### config.mk
export PLATFORM = sky130hd
export DESIGN_NAME = ctd_dir
export DESIGN_NICKNAME = d
export VERILOG_FILES = /design/src/rtl/ctd_pkg.sv /design/src/rtl/ctd_match.sv /design/src/rtl/ctd_repl.sv /design/src/rtl/ctd_dir.sv
export SDC_FILE = /design/constraint.sdc
export NUM_CORES = 1
export LEC_CHECK = 0
export BUFFER_PORTS_ARGS = -buffer_cell sky130_fd_sc_hd__buf_2
export CAP_MARGIN = 40
export CORE_ASPECT_RATIO = 0.8
export CORE_MARGIN = 2
export CORE_UTILIZATION = 45
export DETAILED_ROUTE_END_ITERATION = 8
export PLACE_DENSITY = 0.71
export SLEW_MARGIN = 30
export SYNTH_ARGS = -nofsm -noshare
export SYNTH_HDL_FRONTEND = slang
export SYNTH_SLANG_ARGS = --single-unit
### constraint.sdc
create_clock -name clk -period 4.98 [get_ports clk]
set_input_delay 0.747 -clock clk [delete_from_list [all_inputs] [get_ports clk]]
set_output_delay 0.747 -clock clk [all_outputs]
set_load 0.005 [all_outputs]
### src/rtl/ctd_pkg.sv
package ctd_pkg;
    typedef enum logic [3:0] {
        CMD_NOP     = 4'd0,
        CMD_ACCESS  = 4'd1,
        CMD_PRESENT = 4'd2,
        CMD_FIND    = 4'd3,
        CMD_AVAIL   = 4'd4,
        CMD_ALLOC   = 4'd5,
        CMD_DEALLOC = 4'd6,
        CMD_PROBE   = 4'd7,
        CMD_SETPERM = 4'd8,
        CMD_GETPERM = 4'd9,
        CMD_LKSET   = 4'd10,
        CMD_LKCLR   = 4'd11,
        CMD_LKTEST  = 4'd12
    } cmd_e;

    typedef enum logic [1:0] {
        PERM_NONE = 2'd0,
        PERM_INV  = 2'd1,
        PERM_RO   = 2'd2,
        PERM_RW   = 2'd3
    } perm_e;

    typedef enum logic [1:0] {
        REQ_LOAD  = 2'd0,
        REQ_FETCH = 2'd1,
        REQ_STORE = 2'd2
    } req_e;
endpackage

### src/rtl/ctd_match.sv
// Per-way comparison of one set against a tag, with lowest-index encoders.
module ctd_match #(
    parameter int WAYS  = 4,
    parameter int TAG_W = 10,
    localparam int WAY_W = (WAYS > 1) ? $clog2(WAYS) : 1
) (
    input  logic [WAYS-1:0]            vld_i,
    input  logic [WAYS-1:0]            gone_i,   // permission code is 0
    input  logic [WAYS-1:0][TAG_W-1:0] tag_i,
    input  logic [TAG_W-1:0]           tag_q_i,
    output logic [WAYS-1:0]            hit_vec_o,
    output logic [WAYS-1:0]            any_vec_o,
    output logic [WAYS-1:0]            free_vec_o,
    output logic [WAY_W-1:0]           hit_idx_o,
    output logic [WAY_W-1:0]           any_idx_o,
    output logic [WAY_W-1:0]           free_idx_o
);
    for (genvar w = 0; w < WAYS; w++) begin : g_way
        assign any_vec_o[w]  = vld_i[w] && (tag_i[w] == tag_q_i);
        assign hit_vec_o[w]  = any_vec_o[w] && !gone_i[w];
        assign free_vec_o[w] = !vld_i[w] || gone_i[w];
    end

    always_comb begin
        hit_idx_o  = '0;
        any_idx_o  = '0;
        free_idx_o = '0;
        for (int w = WAYS - 1; w >= 0; w--) begin
            if (hit_vec_o[w])  hit_idx_o  = WAY_W'(w);
            if (any_vec_o[w])  any_idx_o  = WAY_W'(w);
            if (free_vec_o[w]) free_idx_o = WAY_W'(w);
        end
    end
endmodule

### src/rtl/ctd_repl.sv
// Per-set recency tracking: age counters (LRU) or a node tree (pseudo-LRU).
module ctd_repl #(
    parameter int SETS     = 4,
    parameter int WAYS     = 4,
    parameter bit USE_PLRU = 1'b0,
    localparam int SET_W = $clog2(SETS),
    localparam int WAY_W = $clog2(WAYS)
) (
    input  logic             clk,
    input  logic             rst_n,
    input  logic             touch_i,
    input  logic [SET_W-1:0] set_i,
    input  logic [WAY_W-1:0] way_i,
    output logic [WAY_W-1:0] victim_o
);
    if (USE_PLRU) begin : g_plru
        logic [SETS-1:0][WAYS-2:0] tr_d, tr_q;

        always_comb begin
            int node;
            tr_d = tr_q;
            if (touch_i) begin
                for (int d = 0; d < WAY_W; d++) begin
                    node = (1 << d) | (int'(way_i) >> (WAY_W - d));
                    tr_d[set_i][node-1] = ~way_i[WAY_W-1-d];
                end
            end
            node = 1;
            for (int d = 0; d < WAY_W; d++) begin
                node = 2 * node + int'(tr_q[set_i][node-1]);
            end
            victim_o = WAY_W'(node - WAYS);
        end

        always_ff @(posedge clk) begin
            if (!rst_n) tr_q <= '0;
            else        tr_q <= tr_d;
        end
    end else begin : g_lru
        logic [SETS-1:0][WAYS-1:0][WAY_W-1:0] age_d, age_q;

        always_comb begin
            logic [WAY_W-1:0] old;
            age_d = age_q;
            old   = age_q[set_i][way_i];
            if (touch_i) begin
                for (int v = 0; v < WAYS; v++) begin
                    if (WAY_W'(v) == way_i)       age_d[set_i][v] = '0;
                    else if (age_q[set_i][v] < old) age_d[set_i][v] = age_q[set_i][v] + 1'b1;
                end
            end
            victim_o = '0;
            for (int v = 0; v < WAYS; v++) begin
                if (age_q[set_i][v] == WAY_W'(WAYS - 1)) victim_o = WAY_W'(v);
            end
        end

        always_ff @(posedge clk) begin
            if (!rst_n) begin
                for (int s = 0; s < SETS; s++)
                    for (int v = 0; v < WAYS; v++)
                        age_q[s][v] <= WAY_W'(v);
            end else begin
                age_q <= age_d;
            end
        end
    end
endmodule

### src/rtl/ctd_dir.sv
module ctd_dir
    import ctd_pkg::*;
#(
    parameter int ADDR_W      = 16,
    parameter int BLK_BYTES   = 16,
    parameter int CACHE_BYTES = 256,
    parameter int WAYS        = 4,
    parameter int CTX_W       = 4,
    parameter bit USE_PLRU    = 1'b0,
    localparam int OFF_W  = $clog2(BLK_BYTES),
    localparam int SETS   = CACHE_BYTES / WAYS / BLK_BYTES,
    localparam int SET_W  = $clog2(SETS),
    localparam int TAG_W  = ADDR_W - OFF_W - SET_W,
    localparam int WAY_W  = $clog2(WAYS)
) (
    input  logic              clk,
    input  logic              rst_n,
    input  logic [3:0]        cmd_i,
    input  logic [ADDR_W-1:0] addr_i,
    input  logic [1:0]        req_i,
    input  logic [1:0]        perm_i,
    input  logic [CTX_W-1:0]  ctx_i,
    output logic              rsp_valid_o,
    output logic              rsp_flag_o,
    output logic [WAY_W-1:0]  rsp_way_o,
    output logic [ADDR_W-1:0] rsp_addr_o,
    output logic [1:0]        rsp_perm_o
);
    typedef struct packed {
        logic             vld;
        logic [TAG_W-1:0] tag;
        perm_e            perm;
        logic             lk;
        logic [CTX_W-1:0] owner;
    } way_t;

    typedef struct packed {
        way_t [SETS-1:0][WAYS-1:0] tbl;
        logic              rv;
        logic              rf;
        logic [WAY_W-1:0]  rw;
        logic [ADDR_W-1:0] ra;
        perm_e             rp;
    } state_t;

    state_t st_d, st_q;

    logic [SET_W-1:0] set_idx;
    logic [TAG_W-1:0] tag_in;
    assign set_idx = addr_i[OFF_W +: SET_W];
    assign tag_in  = addr_i[ADDR_W-1 -: TAG_W];

    logic [WAYS-1:0]            vld_v, gone_v;
    logic [WAYS-1:0][TAG_W-1:0] tag_v;
    logic [WAYS-1:0]            hit_vec, any_vec, free_vec;
    logic [WAY_W-1:0]           hit_idx, any_idx, free_idx, victim;
    logic                       touch;
    logic [WAY_W-1:0]           touch_way;

    always_comb begin
        for (int w = 0; w < WAYS; w++) begin
            vld_v[w]  = st_q.tbl[set_idx][w].vld;
            gone_v[w] = (st_q.tbl[set_idx][w].perm == PERM_NONE);
            tag_v[w]  = st_q.tbl[set_idx][w].tag;
        end
    end

    ctd_match #(.WAYS(WAYS), .TAG_W(TAG_W)) u_match (
        .vld_i(vld_v), .gone_i(gone_v), .tag_i(tag_v), .tag_q_i(tag_in),
        .hit_vec_o(hit_vec), .any_vec_o(any_vec), .free_vec_o(free_vec),
        .hit_idx_o(hit_idx), .any_idx_o(any_idx), .free_idx_o(free_idx)
    );

    ctd_repl #(.SETS(SETS), .WAYS(WAYS), .USE_PLRU(USE_PLRU)) u_repl (
        .clk(clk), .rst_n(rst_n), .touch_i(touch), .set_i(set_idx),
        .way_i(touch_way), .victim_o(victim)
    );

    logic  hit, anym, room;
    perm_e hit_perm;
    assign hit      = |hit_vec;
    assign anym     = |any_vec;
    assign room     = |free_vec;
    assign hit_perm = st_q.tbl[set_idx][hit_idx].perm;

    always_comb begin
        st_d      = st_q;
        st_d.rv   = (cmd_i != CMD_NOP);
        st_d.rf   = 1'b0;
        st_d.rw   = '0;
        st_d.ra   = '0;
        st_d.rp   = PERM_NONE;
        touch     = 1'b0;
        touch_way = hit_idx;
        case (cmd_e'(cmd_i))
            CMD_ACCESS: if (hit) begin
                touch   = 1'b1;
                st_d.rw = hit_idx;
                st_d.rf = (hit_perm == PERM_RW) ||
                          ((hit_perm == PERM_RO) && (req_i != REQ_STORE));
            end
            CMD_PRESENT: begin
                st_d.rf = hit;
                st_d.rw = hit ? hit_idx : '0;
            end
            CMD_FIND: begin
                st_d.rf = anym;
                st_d.rw = anym ? any_idx : '0;
            end
            CMD_AVAIL: st_d.rf = anym || room;
            CMD_ALLOC: if (!hit && room) begin
                st_d.tbl[set_idx][free_idx].vld   = 1'b1;
                st_d.tbl[set_idx][free_idx].tag   = tag_in;
                st_d.tbl[set_idx][free_idx].perm  = PERM_INV;
                st_d.tbl[set_idx][free_idx].lk    = 1'b0;
                st_d.tbl[set_idx][free_idx].owner = '0;
                touch     = 1'b1;
                touch_way = free_idx;
                st_d.rf   = 1'b1;
                st_d.rw   = free_idx;
            end
            CMD_DEALLOC: if (hit) begin
                st_d.tbl[set_idx][hit_idx].vld = 1'b0;
                st_d.tbl[set_idx][hit_idx].lk  = 1'b0;
                st_d.rf = 1'b1;
                st_d.rw = hit_idx;
            end
            CMD_PROBE: begin
                st_d.rf = !(anym || room);
                st_d.rw = victim;
                st_d.ra = {st_q.tbl[set_idx][victim].tag, set_idx, {OFF_W{1'b0}}};
            end
            CMD_SETPERM: if (hit) begin
                st_d.tbl[set_idx][hit_idx].perm = perm_e'(perm_i);
                if (perm_i != PERM_RW) st_d.tbl[set_idx][hit_idx].lk = 1'b0;
                st_d.rf = 1'b1;
                st_d.rw = hit_idx;
            end
            CMD_GETPERM: if (hit) begin
                st_d.rf = 1'b1;
                st_d.rw = hit_idx;
                st_d.rp = hit_perm;
            end
            CMD_LKSET: if (hit) begin
                st_d.tbl[set_idx][hit_idx].lk    = 1'b1;
                st_d.tbl[set_idx][hit_idx].owner = ctx_i;
                st_d.rf = 1'b1;
                st_d.rw = hit_idx;
            end
            CMD_LKCLR: if (hit) begin
                st_d.tbl[set_idx][hit_idx].lk = 1'b0;
                st_d.rf = 1'b1;
                st_d.rw = hit_idx;
            end
            CMD_LKTEST: if (hit) begin
                st_d.rw = hit_idx;
                st_d.rf = st_q.tbl[set_idx][hit_idx].lk &&
                          (st_q.tbl[set_idx][hit_idx].owner == ctx_i);
            end
            default: ;
        endcase
    end

    always_ff @(posedge clk) begin
        if (!rst_n) st_q <= '0;
        else        st_q <= st_d;
    end

    assign rsp_valid_o = st_q.rv;
    assign rsp_flag_o  = st_q.rf;
    assign rsp_way_o   = st_q.rw;
    assign rsp_addr_o  = st_q.ra;
    assign rsp_perm_o  = st_q.rp;
endmodule

# After elaboration in Yosys (flattened, before gate mapping)
# Cells that the tools add are included.
[word_totals]
elab_cells = 318
input_bits = 30
reg_bits = 342
[classes]
n_eq_ne = 32
n_bitwise = 8
n_addsub = 4
n_reduce_logical = 44
order_cmp = 12
mux = 116
[ops]
columns = ["cell", "count"]
rows = [
  ["$bwmux W288", 12],
  ["$mux W288", 6],
  ["$pmux W288 S5", 1],
  ["$demux W72 S2", 9],
  ["$mux W72", 10],
  ["$mux W32", 11],
  ["$demux W18 S2", 9],
  ["$bmux W72 S2", 1],
  ["$and A32 B32 Y32", 4],
  ["$bwmux W32", 4],
  ["$not A32 Y32", 4],
  ["$bmux W18 S2", 2],
  ["$demux W8 S2", 4],
  ["$eq A10 B10 Y1", 4],
  ["$mux W2", 20],
  ["$mux W18", 2],
  ["$mux W17", 2],
  ["$mux W7", 3],
  ["$eq A4 B4 Y1 const B", 5],
  ["$bmux W8 S2", 1],
  ["$eq A4 B3 Y1 const B", 4],
  ["$mux W8", 2],
  ["$lt A2 B3 Y1 const B", 5],
  ["$logic_and A1 B1 Y1", 14],
  ["other kinds (29)", 77],
]

# Logic depth before layout (Yosys ltp)
[logic_depth]
word_depth = 28
depth_mapped = 19
ltp_nobuf = 15

# Hierarchy
# Synthesis repeated with hierarchy kept, for this count alone.
[unflattened]
cells_unflattened = 2045
hier_area_um2 = 18103.6
[by_module_without_submodules]
columns = ["module", "area_per_inst_um2", "seq_area_each_um2", "cells_each", "instances"]
rows = [
  ["ctd_dir", 15187.1, 6125.9, 1721, 1],
  ["ctd_repl", 2185.8, 640.6, 235, 1],
  ["ctd_match", 730.7, 0.0, 89, 1],
]

# Least setup slack after synthesis
# Ideal clock, no wire load.
[synth_path]
kind = "input-to-reg"
from = "in addr_i[4]"
to = "reg u_repl.g_lru.age_q[10] in the netlist's numbering"
path_slack_ns = 0.133
path_buffers = 4
path_stages = 18
t_arrival_ns = 4.697
path_cell_list = "buf_6 buf_8 buf_8 mux4_2 xnor2_1 nand4_1 or4_4 o21a_1 o21bai_2 buf_4 mux2_2 o21ai_0 ha_1 a21o_1 a31oi_2 nor2_1 o21ai_0 o311ai_0"
[synth_via]
elab_chain_len = 28
word_cells_on_any_way = 94
cone_classes = "add/sub: 4; order compare: 6; eq/ne: 7; mux: 39; bitwise: 8; reduce/logical: 30"
[synth_rtl]
columns = ["item", "line_no", "rtl"]
rows = [
  ["from (decl)", "ctd_dir.sv:19", "input logic [ADDR_W-1:0] addr_i,"],
  ["$bmux W72 S2", "ctd_dir.sv:62, ctd_dir.sv:63, ctd_dir.sv:64", ""],
  ["$mux W72 (not written as such)", "ctd_dir.sv:62", "vld_v[w] = st_q.tbl[set_idx][w].vld;"],
  ["$eq A10 B10 Y1 or $logic_not A2 Y1 (tied branches)", "ctd_match.sv:19, ctd_dir.sv:63", ""],
  ["$logic_and A1 B1 Y1 or $logic_not A1 Y1 (tied branches)", "ctd_match.sv:19, ctd_match.sv:20", ""],
  ["$logic_and A1 B1 Y1", "ctd_match.sv:20", "assign hit_vec_o[w] = any_vec_o[w] && !gone_i[w];"],
  ["$mux W2 (4 in a row)", "ctd_match.sv:29", "if (hit_vec_o[w]) hit_idx_o = WAY_W'(w);"],
  ["$mux W2", "ctd_dir.sv:111", "CMD_ALLOC: if (!hit && room) begin"],
  ["$mux W2", "ctd_dir.sv:95", "case (cmd_e'(cmd_i))"],
  ["(+9 left out)", "--", ""],
  ["$mux W32", "ctd_repl.sv:46", "if (touch_i) begin"],
  ["$bwmux W32", "ctd_repl.sv:49", "else if (age_q[set_i][v] < old) age_d[set_i][v] = age_q[set_i][v] + 1'b1;"],
  ["$mux W32", "ctd_repl.sv:49", ""],
  ["$mux W32", "ctd_repl.sv:48", "if (WAY_W'(v) == way_i) age_d[set_i][v] = '0;"],
  ["$mux W32", "ctd_repl.sv:46", ""],
  ["$bwmux W32", "ctd_repl.sv:49", ""],
  ["$mux W32", "ctd_repl.sv:49", ""],
  ["$mux W32", "ctd_repl.sv:48", ""],
  ["to (signal, indexed assignment)", "ctd_repl.sv:62", "age_q[s][v] <= WAY_W'(v);"],
  ["to (signal assigned)", "ctd_repl.sv:64", "age_q <= age_d;"],
  ["to (decl)", "ctd_repl.sv:40", "logic [SETS-1:0][WAYS-1:0][WAY_W-1:0] age_d, age_q;"],
]
# Several ways; a longest one is shown, not always the timed one. The select of a mux whose other input is x is not followed.
# A chain may end at the register's enable or synchronous reset.

# Worst setup path in the final report
[layout_path]
from = "in addr_i[4]"
to = "reg st_q[65] in the netlist's numbering"
[layout_via]
elab_chain_len = 20
word_cells_on_any_way = 101
cone_classes = "order compare: 4; eq/ne: 9; mux: 57; reduce/logical: 31"
[layout_rtl]
columns = ["item", "line_no", "rtl"]
rows = [
  ["$bmux W72 S2", "ctd_dir.sv:62, ctd_dir.sv:63, ctd_dir.sv:64", ""],
  ["$mux W72 (not written as such)", "ctd_dir.sv:62", ""],
  ["$logic_not A2 Y1 or $logic_not A1 Y1 (tied branches)", "ctd_dir.sv:63, ctd_match.sv:21", ""],
  ["$logic_or A1 B1 Y1", "ctd_match.sv:21", "assign free_vec_o[w] = !vld_i[w] || gone_i[w];"],
  ["$mux W2 (4 in a row)", "ctd_match.sv:31", "if (free_vec_o[w]) free_idx_o = WAY_W'(w);"],
  ["$lt A2 B3 Y1 (not written as such) or $ge A2 B1 Y1 (tied branches)", "ctd_dir.sv:113", "st_d.tbl[set_idx][free_idx].tag = tag_in;"],
  ["$logic_and A1 B1 Y1 (not written as such)", "ctd_dir.sv:113", ""],
  ["$mux W17 (not written as such)", "ctd_dir.sv:113", ""],
  ["$demux W18 S2", "ctd_dir.sv:113", ""],
  ["$mux W72 (not written as such)", "ctd_dir.sv:113", ""],
  ["$demux W72 S2", "ctd_dir.sv:113", ""],
  ["$bwmux W288", "ctd_dir.sv:113", ""],
  ["$bwmux W288", "ctd_dir.sv:114", "st_d.tbl[set_idx][free_idx].perm = PERM_INV;"],
  ["$bwmux W288", "ctd_dir.sv:115", "st_d.tbl[set_idx][free_idx].lk = 1'b0;"],
  ["$bwmux W288", "ctd_dir.sv:116", "st_d.tbl[set_idx][free_idx].owner = '0;"],
  ["$mux W288", "ctd_dir.sv:111", ""],
  ["$pmux W288 S5", "ctd_dir.sv:95", ""],
  ["to (signal assigned)", "ctd_dir.sv:166", "else st_q <= st_d;"],
  ["to (decl)", "ctd_dir.sv:46", "state_t st_d, st_q;"],
]
# Several ways; a longest one is shown, not always the timed one. The select of a mux whose other input is x is not followed.

==> metrics.cfg <==
[cells_and_area]
final_nets = 2232
layout.cells.non_filler = 2716
n_fill_cell = 3525
layout_commonest_cell = nand2_1
layout-drive-gt1-share_pct = 15.7
final_cell_mix = 461 x nand2_1, 338 x dfxtp_1, 308 x a21oi_1
area_growth_pct = 12.9
design_area_mm2 = 0.0197

[yosys]
dominantRegCellSynth = dfxtp_1
synth_cell_types = 80
ys_seq_area_share_pct = 38.7
syn_avg_cell_area_um2 = 8.05
synth_warnings = 0
async_flop_share_pct = 0
synth_edf_count = 0
synthesis.area_mm2 = 0.0175
synthCells = 2171
synth_seq_cells = 338

[timing]
maxSlewHeadroom_pct = 41.7
hold_violations = 0
timing.clock.skew_ns = 0.0225
drv_slew = 0
tightestPinTransition_ns = 0.872
max_freq_ghz = 0.213
hold_ws_ns = 0.451
period_minus_slack_ns = 4.70
setup_ws_ns = 0.284
rsz0062_at_grt = no
layout_worst_path_cycle_share_pct = 94.3
finalSetupViolations = 0

[drt]
drc_errors = 0
dr_total_vias = 16843
antenna_left = 0
viasPerCell = 6.20
dr.pass1.iters = 7
wirelength_mm = 57.1
wire_per_inst_um = 21.0
drt_iter0_drc = 2252

[clock_network]
insertion_delay_ns = 0.57
htree_levels = 2
clk_pin_slew_ns = 0.06
post_cts_buffers = 0
cts_buffer_depth = 3
tritoncts = yes
cts_sinks = 338
cts-root-buf = clkbuf_16
cts_buffers = 37
ctsHoldBuffers = 0

[placed_design]
routabilityCongestion = 0.998
dpl_cell_area_mm2 = 0.0185
pre_cts_slack_ns = -0.161
dp_hpwl_mm = 40.1
numPortBuffers = 43
placed_cells = 2648

[power_and_ir_drop]
leakagePower_uw = 0.00663
irDropWorstVdd_mv = 0.194
powerDensity_mw_per_mm2 = 295
total_power_uw = 5810

[floorplanning]
initial_utilization_pct = 45.7
coreArea_mm2 = 0.0383
die_width_um = 224
io_pins = 52
dieArea_mm2 = 0.0404
fp.dieH_um = 180
rows = 64

[grt]
grtUsageTotal_pct = 27.6
grt_start_max_net_pins = 123
grt_pass1_wl_mm = 88.5
grt.overflow.total = 0
grt_pass1_vias = 15911
grt_antenna_before_repair = 3

[run_status]
status = completed

[worst_setup_path]
arrival_ns = 5.12
path_class = input pin to flip-flop
crit_fanout = 28
start_kind = input pin
required_ns = 5.40
crit_path_end_kind = flip-flop

[run]
drv_cap = 0

[worst_hold_path]
hold_path.class = flip-flop to flip-flop

==> synthesized netlist by cell type, types with 28 or more instances <==
cell type	number	share of area [%]
nand2_1	461	9.9
dfxtp_1	338	39
a21oi_1	308	8.8
nor2_1	152	3.3
clkbuf_1	133	2.9
nand3_1	132	3.8
o21ai_0	119	3.4
mux4_2	76	9.8
xnor2_1	40	2.0
nor3_1	32	0.92
inv_1	28	0.60
mux2i_1	28	1.6
==> critical path, cell delays in order <==
cell and delay, ns:
buf_6 0.33, buf_12 0.24, buf_12 0.15, buf_4 0.12, mux4_2 0.56, xnor2_1 0.16, nand4_1 0.15, buf_4 0.15
nor4_4 0.07, nor4_4 0.48, nand3_1 0.34, nor2_1 0.71, nand2_1 0.55, nand2_1 0.22, a21oi_1 0.10
==> stage by stage <==
step                TNS, ns  utilization (%)
detailed placement    -3.80             48.4
global route              0             51.5
floorplan                 0                -
global placement      -1.90             48.2
CTS                       0             51.4
finish                    0             51.5
==> power by group <==
| group | internal (µW) | switching [µW] | leakage (µW) |
|---|---|---|---|
| logic | 111 | 264 | 0.00332 |
| registers | 2710 | 2.34 | 0.00272 |
| clock network | 1570 | 1150 | 0.000579 |
==> final timing paths <==
check / cells past startpoint / end / slack (ns) / from
worst max-delay path: 15 / st_q[65] / 0.28 / addr_i[4]
worst min-delay path: 2 / st_q[214] / 0.45 / st_q[214]
worst max register to register: 15 / u_repl.g_lru.age_q[15] / 0.76 / st_q[298]
worst min register to register: 2 / st_q[214] / 0.45 / st_q[214]
==> area by class of cell <==
type	count	area [µm²]	share of cell area, %
tap	495	619	3.14
multi-input combinational	1613	9730	49.3
antenna	3	7.51	0.0381
clock inverter	6	81.3	0.412
clock buffer	56	1100	5.56
timing repair buffer	173	1290	6.54
inverter	32	128	0.647
sequential	338	6770	34.3
==> state kept, by name, indices dropped and copies added, names as in the netlist <==
name and cells:
rsp_flag_o 1, rsp_addr_o 12, rsp_way_o 2, u_repl.g_lru.age_q 32, rsp_valid_o 1, st_q 288
rsp_perm_o 2
==> per-layer routing <==
layer	share of wire [%]	track usage, %	vias up
met5	0.13	1.19	-
met3	12	8.02	105
met1	41	37.7	8161
met2	44	42.1	859
li1	-	-	7712
met4	2.1	8.26	6
==> logic make-up after synthesis <==
| kind of cell | count (synthesis) | share of synthesized area (%) |
|---|---|---|
| compound gates | 574 | 18.9 |
| xor+xnor | 44 | 2.21 |
| fa+ha+maj | 7 | 0.501 |
| buf+inv | 223 | 5.78 |
| flops | 338 | 38.7 |
| mux | 109 | 11.7 |
| other cells | 1 | 0.0215 |
| simple gates | 875 | 22.1 |
==> repair_timing <==
item,in CTS,in global routing
endpoints found under the hold margin,0,0
resized for setup,0,1
endpoints found under the setup margin,0,1
Note: power is estimated with default switching activity, not from simulation.
